**config.mk**
```make
export PLATFORM = sky130hd
export DESIGN_NAME = hs_hit_stamp
export DESIGN_NICKNAME = d
export VERILOG_FILES = /design/src/rtl/hs_pkg.sv /design/src/rtl/hs_global_ctl.sv /design/src/rtl/hs_gray_timer.sv /design/src/rtl/hs_channel.sv /design/src/rtl/hs_hit_stamp.sv
export SDC_FILE = /design/constraint.sdc
export NUM_CORES = 2
export LEC_CHECK = 0
export BUFFER_PORTS_ARGS = -buffer_cell sky130_fd_sc_hd__clkbuf_2
export CELL_PAD_IN_SITES_DETAIL_PLACEMENT = 1
export CELL_PAD_IN_SITES_GLOBAL_PLACEMENT = 1
export CORE_AREA = 4 4 404 406
export CTS_CLUSTER_SIZE = 10
export DETAILED_ROUTE_END_ITERATION = 16
export DIE_AREA = 0 0 408 410
export PLACE_DENSITY_LB_ADDON = 0.1
export SLEW_MARGIN = 20
export SYNTH_ARGS = -nofsm -noshare
export SYNTH_HDL_FRONTEND = slang
export SYNTH_SLANG_ARGS = --single-unit
export TNS_END_PERCENT = 30
```
**constraint.sdc**
```tcl
create_clock -name clk -period 3.1 [get_ports clk]
set_input_delay 0.775 -clock clk [delete_from_list [all_inputs] [get_ports clk]]
set_output_delay 0.775 -clock clk [all_outputs]
set_load 0.01 [all_outputs]
```
**src/rtl/hs_pkg.sv**
```systemverilog
package hs_pkg;

  typedef enum logic [1:0] {
    CH_IDLE    = 2'd0,
    CH_CAPTURE = 2'd1,
    CH_DEAD    = 2'd2,
    CH_WAIT    = 2'd3
  } ch_state_t;

  typedef enum logic {
    GL_CLEAR = 1'b0,
    GL_RUN   = 1'b1
  } gl_state_t;

endpackage

```
**src/rtl/hs_global_ctl.sv**
```systemverilog
module hs_global_ctl (
  input  logic clk,
  input  logic rst,
  input  logic clear_req,
  input  logic width_load,
  output logic run_o,
  output logic clr_o,
  output logic cfg_we_o
);
  import hs_pkg::*;

  gl_state_t state_q;

  always_ff @(posedge clk) begin
    if (rst) begin
      state_q <= GL_CLEAR;
    end else begin
      case (state_q)
        GL_CLEAR: if (!clear_req) state_q <= GL_RUN;
        GL_RUN:   if (clear_req)  state_q <= GL_CLEAR;
        default:  state_q <= GL_CLEAR;
      endcase
    end
  end

  assign run_o    = (state_q == GL_RUN);
  assign clr_o    = (state_q == GL_CLEAR);
  assign cfg_we_o = width_load && (state_q == GL_CLEAR);


  enter_clear_chk: assert property (@(posedge clk) disable iff (rst)
    clear_req |=> clr_o);


  leave_clear_chk: assert property (@(posedge clk) disable iff (rst)
    !clear_req |=> run_o);

endmodule

```
**src/rtl/hs_gray_timer.sv**
```systemverilog
module hs_gray_timer #(
  parameter int CNT_MAX_W = 48,
  parameter int CFG_W     = 6
) (
  input  logic                 clk,
  input  logic                 rst,
  input  logic                 run,
  input  logic                 cfg_we,
  input  logic [CFG_W-1:0]     cfg_val,
  output logic [CNT_MAX_W-1:0] gray_o
);

  logic [CFG_W-1:0]     width_q;
  logic [CNT_MAX_W-1:0] mask;
  logic [CNT_MAX_W-1:0] bin_q;
  logic [CNT_MAX_W-1:0] bin_inc;
  logic [CNT_MAX_W-1:0] gray_q;
  logic                 cfg_full;

  assign cfg_full = (int'(cfg_val) == 0) || (int'(cfg_val) > CNT_MAX_W);

  always_ff @(posedge clk) begin
    if (rst) begin
      width_q <= CFG_W'(CNT_MAX_W);
    end else if (cfg_we) begin
      width_q <= cfg_full ? CFG_W'(CNT_MAX_W) : cfg_val;
    end
  end

  always_comb begin
    for (int i = 0; i < CNT_MAX_W; i++) begin
      mask[i] = (i < int'(width_q));
    end
  end

  assign bin_inc = (bin_q + CNT_MAX_W'(1)) & mask;

  always_ff @(posedge clk) begin
    if (rst || !run) begin
      bin_q  <= '0;
      gray_q <= '0;
    end else begin
      bin_q  <= bin_inc;
      gray_q <= bin_inc ^ (bin_inc >> 1);
    end
  end

  assign gray_o = gray_q;


  gray_step_chk: assert property (@(posedge clk) disable iff (rst)
    (run && $past(run)) |-> ($countones(gray_q ^ $past(gray_q)) == 1));


  upper_zero_chk: assert property (@(posedge clk) disable iff (rst)
    (gray_q & ~mask) == '0);


  clear_zero_chk: assert property (@(posedge clk) disable iff (rst)
    !run |=> (gray_q == '0));


  width_hold_chk: assert property (@(posedge clk) disable iff (rst)
    !$stable(width_q) |-> $past(!run));

endmodule

```
**src/rtl/hs_channel.sv**
```systemverilog
module hs_channel #(
  parameter int CNT_MAX_W = 48,
  parameter int FINE_W    = 5,
  parameter int DEAD_CYC  = 156
) (
  input  logic                 clk,
  input  logic                 rst,
  input  logic                 clr,
  input  logic                 hit_i,
  input  logic [FINE_W-1:0]    fine_i,
  input  logic [CNT_MAX_W-1:0] stamp_i,
  input  logic                 ready_i,
  output logic                 valid_o,
  output logic [CNT_MAX_W-1:0] coarse_o,
  output logic [FINE_W-1:0]    fine_o
);
  import hs_pkg::*;

  localparam int DCW    = $clog2(DEAD_CYC + 1);
  localparam int GW     = $clog2(DEAD_CYC + 8);
  localparam int GAPSAT = DEAD_CYC + 4;

  logic                 sy1_q, sy2_q, sy3_q;
  logic                 rise;
  ch_state_t            state_q;
  logic [DCW-1:0]       dead_q;
  logic                 valid_q;
  logic [CNT_MAX_W-1:0] coarse_q;
  logic [FINE_W-1:0]    fine_q;

  always_ff @(posedge clk) begin
    if (rst) begin
      sy1_q <= 1'b0;
      sy2_q <= 1'b0;
      sy3_q <= 1'b0;
    end else begin
      sy1_q <= hit_i;
      sy2_q <= sy1_q;
      sy3_q <= sy2_q;
    end
  end

  assign rise = sy2_q && !sy3_q;

  always_ff @(posedge clk) begin
    if (rst || clr) begin
      state_q  <= CH_IDLE;
      dead_q   <= '0;
      valid_q  <= 1'b0;
      coarse_q <= '0;
      fine_q   <= '0;
    end else begin
      case (state_q)
        CH_IDLE: begin
          if (rise) begin
            coarse_q <= stamp_i;
            fine_q   <= fine_i;
            state_q  <= CH_CAPTURE;
          end
        end
        CH_CAPTURE: begin
          valid_q <= 1'b1;
          state_q <= CH_WAIT;
        end
        CH_WAIT: begin
          if (ready_i) begin
            valid_q <= 1'b0;
            dead_q  <= '0;
            state_q <= CH_DEAD;
          end
        end
        CH_DEAD: begin
          if (dead_q == DCW'(DEAD_CYC - 1)) begin
            state_q <= CH_IDLE;
          end else begin
            dead_q <= dead_q + DCW'(1);
          end
        end
        default: state_q <= CH_IDLE;
      endcase
    end
  end

  assign valid_o  = valid_q;
  assign coarse_o = coarse_q;
  assign fine_o   = fine_q;

  // Cycles since the last accepted word, saturating; used only by checks.
  logic [GW-1:0] gap_q;
  always_ff @(posedge clk) begin
    if (rst || clr) begin
      gap_q <= GW'(GAPSAT);
    end else if (valid_q && ready_i) begin
      gap_q <= '0;
    end else if (gap_q != GW'(GAPSAT)) begin
      gap_q <= gap_q + GW'(1);
    end
  end


  dead_gap_chk: assert property (@(posedge clk) disable iff (rst || clr)
    $rose(valid_o) |-> (gap_q >= GW'(DEAD_CYC)));


  hold_word_chk: assert property (@(posedge clk) disable iff (rst || clr)
    (valid_o && !ready_i) |=> (valid_o && $stable(coarse_o) && $stable(fine_o)));


  accept_drop_chk: assert property (@(posedge clk) disable iff (rst)
    (valid_o && ready_i) |=> !valid_o);


  clear_flush_chk: assert property (@(posedge clk) disable iff (rst)
    clr |=> !valid_o);

endmodule

```
**src/rtl/hs_hit_stamp.sv**
```systemverilog
module hs_hit_stamp #(
  parameter int NUM_CH    = 16,
  parameter int CNT_MAX_W = 48,
  parameter int FINE_W    = 5,
  parameter int CFG_W     = 6,
  parameter int DEAD_CYC  = 156
) (
  input  logic                        clk,
  input  logic                        rst,
  input  logic                        clear_req,
  input  logic                        width_load,
  input  logic [CFG_W-1:0]            width_cfg,
  input  logic [NUM_CH-1:0]           hit_in,
  input  logic [NUM_CH*FINE_W-1:0]    fine_code,
  input  logic [NUM_CH-1:0]           out_ready,
  output logic [NUM_CH-1:0]           out_valid,
  output logic [NUM_CH*CNT_MAX_W-1:0] out_coarse,
  output logic [NUM_CH*FINE_W-1:0]    out_fine,
  output logic                        clr_active,
  output logic [CNT_MAX_W-1:0]        time_gray
);

  logic run;
  logic clr;
  logic cfg_we;
  logic [CNT_MAX_W-1:0] gray;

  hs_global_ctl u_glb (
    .clk        (clk),
    .rst        (rst),
    .clear_req  (clear_req),
    .width_load (width_load),
    .run_o      (run),
    .clr_o      (clr),
    .cfg_we_o   (cfg_we)
  );

  hs_gray_timer #(
    .CNT_MAX_W (CNT_MAX_W),
    .CFG_W     (CFG_W)
  ) u_tmr (
    .clk     (clk),
    .rst     (rst),
    .run     (run),
    .cfg_we  (cfg_we),
    .cfg_val (width_cfg),
    .gray_o  (gray)
  );

  for (genvar c = 0; c < NUM_CH; c++) begin : g_ch
    hs_channel #(
      .CNT_MAX_W (CNT_MAX_W),
      .FINE_W    (FINE_W),
      .DEAD_CYC  (DEAD_CYC)
    ) u_ch (
      .clk      (clk),
      .rst      (rst),
      .clr      (clr),
      .hit_i    (hit_in[c]),
      .fine_i   (fine_code[c*FINE_W +: FINE_W]),
      .stamp_i  (gray),
      .ready_i  (out_ready[c]),
      .valid_o  (out_valid[c]),
      .coarse_o (out_coarse[c*CNT_MAX_W +: CNT_MAX_W]),
      .fine_o   (out_fine[c*FINE_W +: FINE_W])
    );
  end

  assign clr_active = clr;
  assign time_gray  = gray;

endmodule

```
[Yosys cells after proc, flatten, opt, wreduce, memory -nomap -nowiden]
Cells that the tools add are included.
Word-level totals
  bits in registers: 1175
  memory bits (writable): 0
  latch bits: 0
  bits in read-only memories: 0
  memories: 0
  logic and storage cells: 625
Cells by class
  muxes and demuxes: 146
  magnitude comparators: 49
  bitwise operators: 3
  reduce and logical (&&, ||, !) cells: 150
  divide/modulo/power cells: 0
  multiply operators: 0
  equal/unequal tests: 128
  add/sub/neg operators: 17
  shift operators: 0
Operators by type and width (count)
  2-to-1 mux 8 bit: 32
  one-hot mux 8 bit (2 select lines): 16
  adder 8 x 1 -> 8 bit, second input constant: 16
  == test 8 bit, second input constant: 16
  one-hot mux 2 bit (4 select lines): 16
  < comparator 5 x 6 -> 1 bit, first input constant: 16
  < comparator 6 bit, first input constant: 16
  2-to-1 mux 2 bit: 48
  AND reduction 3 bit: 32
  == test 2 bit, second input constant: 32
  inequality test 2 x 1 -> 1 bit, second input constant: 32
  inequality test 2 bit, second input constant: 32
  AND reduction 2 bit: 32
  nonzero test 2 bit: 32
  adder 48 x 1 -> 48 bit, second input constant: 1
  bitwise AND 48 bit: 1
  < comparator 4 x 6 -> 1 bit, first input constant: 8
  XOR 48 x 47 -> 48 bit: 1
  == test 2 x 1 -> 1 bit, second input constant: 16
  zero test 2 bit: 16
  one-hot mux 1 bit (2 select lines): 16
  < comparator 3 x 6 -> 1 bit, first input constant: 4
  logical AND 1 bit: 17
  zero test 1 bit: 17
  8 further kinds: 28

[Depth between registers and ports, before layout]
  depth in word-level cells: 4
  depth in mapped cells: 9

[Modules after synthesis]
Synthesis repeated with hierarchy kept, for this count alone.
Second synthesis, totals
  cells, all modules: 5496
  area, all modules: 44960.6 sq um
Modules (own cells, without submodules)
  hs_channel: cells each 305, times used 16, area an instance 2489.9 sq um
  hs_gray_timer: cells each 612, times used 1, area an instance 5088.6 sq um
  hs_global_ctl: cells each 4, times used 1, area an instance 33.8 sq um

[Worst setup path after synthesis]
OpenSTA, ideal clock, no wires.
  path kind: register -> register
  start: reg u_tmr.bin_q[0]
  end: reg u_tmr.gray_q[41], in the netlist u_tmr.gray_o[41]
  slack: 0.582 ns
  data arrival time: 2.390 ns
  data required time: 2.972 ns
  stages on the path, launching flop included: 9
  setup time: 0.128 ns
  clock period less this slack: 2.518 ns
  cells stage by stage: dfxtp_1 > ha_1 > nand3_1 > or4_4 > buf_2 > nor4_1 > mux2i_1 > xor2_1 > nor2_1
On the way
  cells in the longest elaborated chain, start to end: 3
RTL lines
  start: declaration: RTL line hs_gray_timer.sv:15  | logic [CNT_MAX_W-1:0] bin_q;
  start signal: assignment: RTL line hs_gray_timer.sv:43  | bin_q <= bin_inc;
  adder 48 x 1 -> 48 bit: RTL line hs_gray_timer.sv:36  | assign bin_inc = (bin_q + CNT_MAX_W'(1)) & mask;
  bitwise AND 48 bit: RTL line hs_gray_timer.sv:36
  XOR 48 x 47 -> 48 bit: RTL line hs_gray_timer.sv:44  | gray_q <= bin_inc ^ (bin_inc >> 1);
  end signal: assignment: RTL line hs_gray_timer.sv:44
  end: declaration: RTL line hs_gray_timer.sv:17  | logic [CNT_MAX_W-1:0] gray_q;
Every way passes these cells.
A chain may end at the register's enable or synchronous reset.

[Worst setup path in the final report]
  start: reg u_tmr.bin_q[0]
  end: reg u_tmr.gray_q[35], in the netlist u_tmr.gray_o[35]
The elaborated chain is that of the path after synthesis.

==> impl_metrics.ini <==
[worst_setup_path]
max_stage_delay_ps = 670
required_ps = 3760
rr_worst_depth = 7
crit_path_end_kind = register
path_cells = ha_1, nand3_1, or4_4, nor4_1, mux2i_1, mux2_2, nor2_1
critPathSlowestCell = or4_4
arrival_ps = 3400
cp_max_fo = 14
worstSetupStartpointType = register
critical_path_class = register to register

[floorplan]
ioPinCount = 1035
rows = 147
die_h_um = 410
fp.dieW_um = 408
dieArea_um2 = 167300
design.core.area_um2 = 159800
start_util_pct = 27.20

[placed_design]
dp.cells = 8275
dp_worst_setup_slack_ps = 384.0
numPortBuffers = 1034
dp.final_hpwl_mm = 153.9
routabilityCongestion = 0.8299
post_dp_cell_area_um2 = 51300

[sta]
relSlewSlack_pct = 22.62
rsz0062_at_grt = false
period_needed_ps = 2732
hold_ws_ps = 180.1
hold_viol = 0
fin_ws_ps = 367.7
setup_tns_ps = 0
max_freq_ghz = 0.3660
worst_pin_slew_ps = 1161
maxSlewViolCount = 0
setup_viol = 0
skew_ps = 30.50
fin_crit_sh_pct = 88.14

[clock_tree]
numCtsBuffers = 145
post_cts_buffers = 0
cts_root_buf = clkbuf_16
clock_path_buffers = 3
path_clk_slew_ps = 60
cts_sinks = 1174
ctsHoldBuffers = 0
insertion_delay_ps = 750
cts_resized = 0
cts_htree_levels = 4
cts_tree = done

[power]
switchingPower_mw = 7.665
finalPower_mw = 32.67
p_comb_share_pct = 3.3
p_sw_share_pct = 23.46
clkPwrFrac_pct = 50.2
p_per_area_nw_per_um2 = 586.1
p_leak_nw = 20.15
ir_drop_v = 0.0005010
p_int_mw = 25.01
pwr-share-seq_pct = 46.5

[final_layout]
fin_nets = 6475
final_cell_area_um2 = 55750
final_cells = 8500
finish.utilization_pct = 34.88
area_growth_syn_to_layout_pct = 28.27
drive_above_1_share_pct = 22.89

[detailed_routing]
drt-vias-per-instance = 4.889
ant_nets = 0
drt_pass1_iterations = 5
drt-initial-drc-count = 2452
vias = 41560
drt-total-wl_mm = 219.6
avgRoutedWirePerCell_um = 25.83
drc_errors = 0

[synthesis]
synthArstFlopShare_pct = 0
yosys_most_used_dff = dfxtp_1
syn_avg_cell_area_um2 = 7.957
synth_nets = 5602
synth.distinct_cells = 68
ys_seq_area_share_pct = 54.07
synth.ff_latch_count = 1174
yosys-top-cells-count = 1800 x nand2_1, 1174 x dfxtp_1, 951 x a21oi_1
synth_largest_area_cell = dfxtp_1
yosys.area.top_type_share_pct = 54.07
yosysMostFrequentCell = nand2_1
synth_edf_count = 0
ys_warn_count = 0
synthCells = 5463
ys_top_cells_by_area = dfxtp_1 54%, nand2_1 16%, a21oi_1 11%
synth_area_um2 = 43470

[grt]
grt_overflow = 0
grt_pass1_wl_mm = 309.7
track_usage_pct = 25.22
grt_max_degree = 131
grt_pass1_vias = 41250
antenna_found_initial = 23

[job]
drv_cap = 0

[run_status]
status = finished, final reports clean

[hold_path]
hold_class = input pin to register
hold_depth = 2
[power by group through the flow]
| stage | Clock [mW] | Sequential, mW | Combinational [mW] |
|---|---|---|---|
| 3_5_place_dp | 0 | 15.5 | 1.11 |
| 3_3_place_gp | 0 | 15.5 | 1.11 |
| 4_1_cts | 16.9 | 15.2 | 1.11 |
| 2_1_floorplan | 0 | 15.5 | 0.521 |
| 6_report | 16.4 | 15.2 | 1.08 |
| 5_1_grt | 17.5 | 15.2 | 1.16 |
[critical path: cells and delay by family (launching register included)]
kind	cells	cell delay, ps
muxes	2	770
DFF	1	460
and+or+nand+nor	4	1190
adders and majority gates	1	250
[registers in the layout (all words and copies together) (netlist names), 6 cells and up]
signal and cells:
u_tmr.bin_q 47, g_ch.u_ch.fine_o 80, g_ch.u_ch.dead_q 128, g_ch.u_ch.sy2_q 16, g_ch.u_ch.sy1_q 16, g_ch.u_ch.state_q 32, u_tmr.width_q 6, g_ch.u_ch.sy3_q 16
g_ch.u_ch.valid_o 16, g_ch.u_ch.coarse_o 768, u_tmr.gray_o 48
[layout by cell type, fill, tap and decap left out, types with 35 or more instances in the layout]
cell       Yosys  final
xnor2_1       45     45
nand3_1       68     68
nand4_1       53     53
buf_4         17    113
a21oi_1      951    951
xor2_1        82     82
clkbuf_1     438     35
clkbuf_16      0    151
buf_12         0     41
clkbuf_2       0   1034
dfxtp_1     1174   1156
nor2_1       261    260
nand2_1     1800   1800
inv_1         42     42
o21ai_0       39     39
nor3_1        50     42
nor2b_1       70     62
[cell families (layout without fill, tap and decap cells)]
family	after synthesis	after routing	synth area share, %
and+or+nand+nor	2534	2534	24.71
xor gates and xnor gates	127	127	2.559
muxes	21	21	0.5037
DFF	1174	1174	54.07
AOI/OAI and AO/OA	1086	1086	13.15
other	0	4	0
buffers and inverters	504	1451	4.511
adders and majority gates	17	17	0.4893
[per-layer routing]
metal / track usage, % / part of all wire (%) / vias to the layer above
li1: - / - / 19550
met1: 30.57 / 42 / 20530
met2: 43.20 / 48 / 1151
met3: 5.909 / 5.9 / 314
met4: 9.928 / 4.3 / 10
met5: 0 / 0.034 / -
[path summary, 6_finish.rpt]
check / from / slack (ps) / to
max: u_tmr.bin_q[0] / 370 / u_tmr.gray_o[35]
max reg2reg: u_tmr.bin_q[0] / 370 / u_tmr.gray_o[35]
min: clear_req / 180 / u_glb.run_o
min reg2reg: g_ch[15].u_ch.sy1_q / 440 / g_ch[15].u_ch.sy2_q
[layout make-up]
class	count	area (um^2)
inverters	42	157.7
multi-input cells	3785	18160
fillers	19120	104100
repair buffers	1188	6844
clock buffers	205	4172
flip-flops and latches	1174	23530
clock inverters	16	276.5
diodes	4	10.01
well taps	2086	2610
Power figures use the tool's default switching activity.
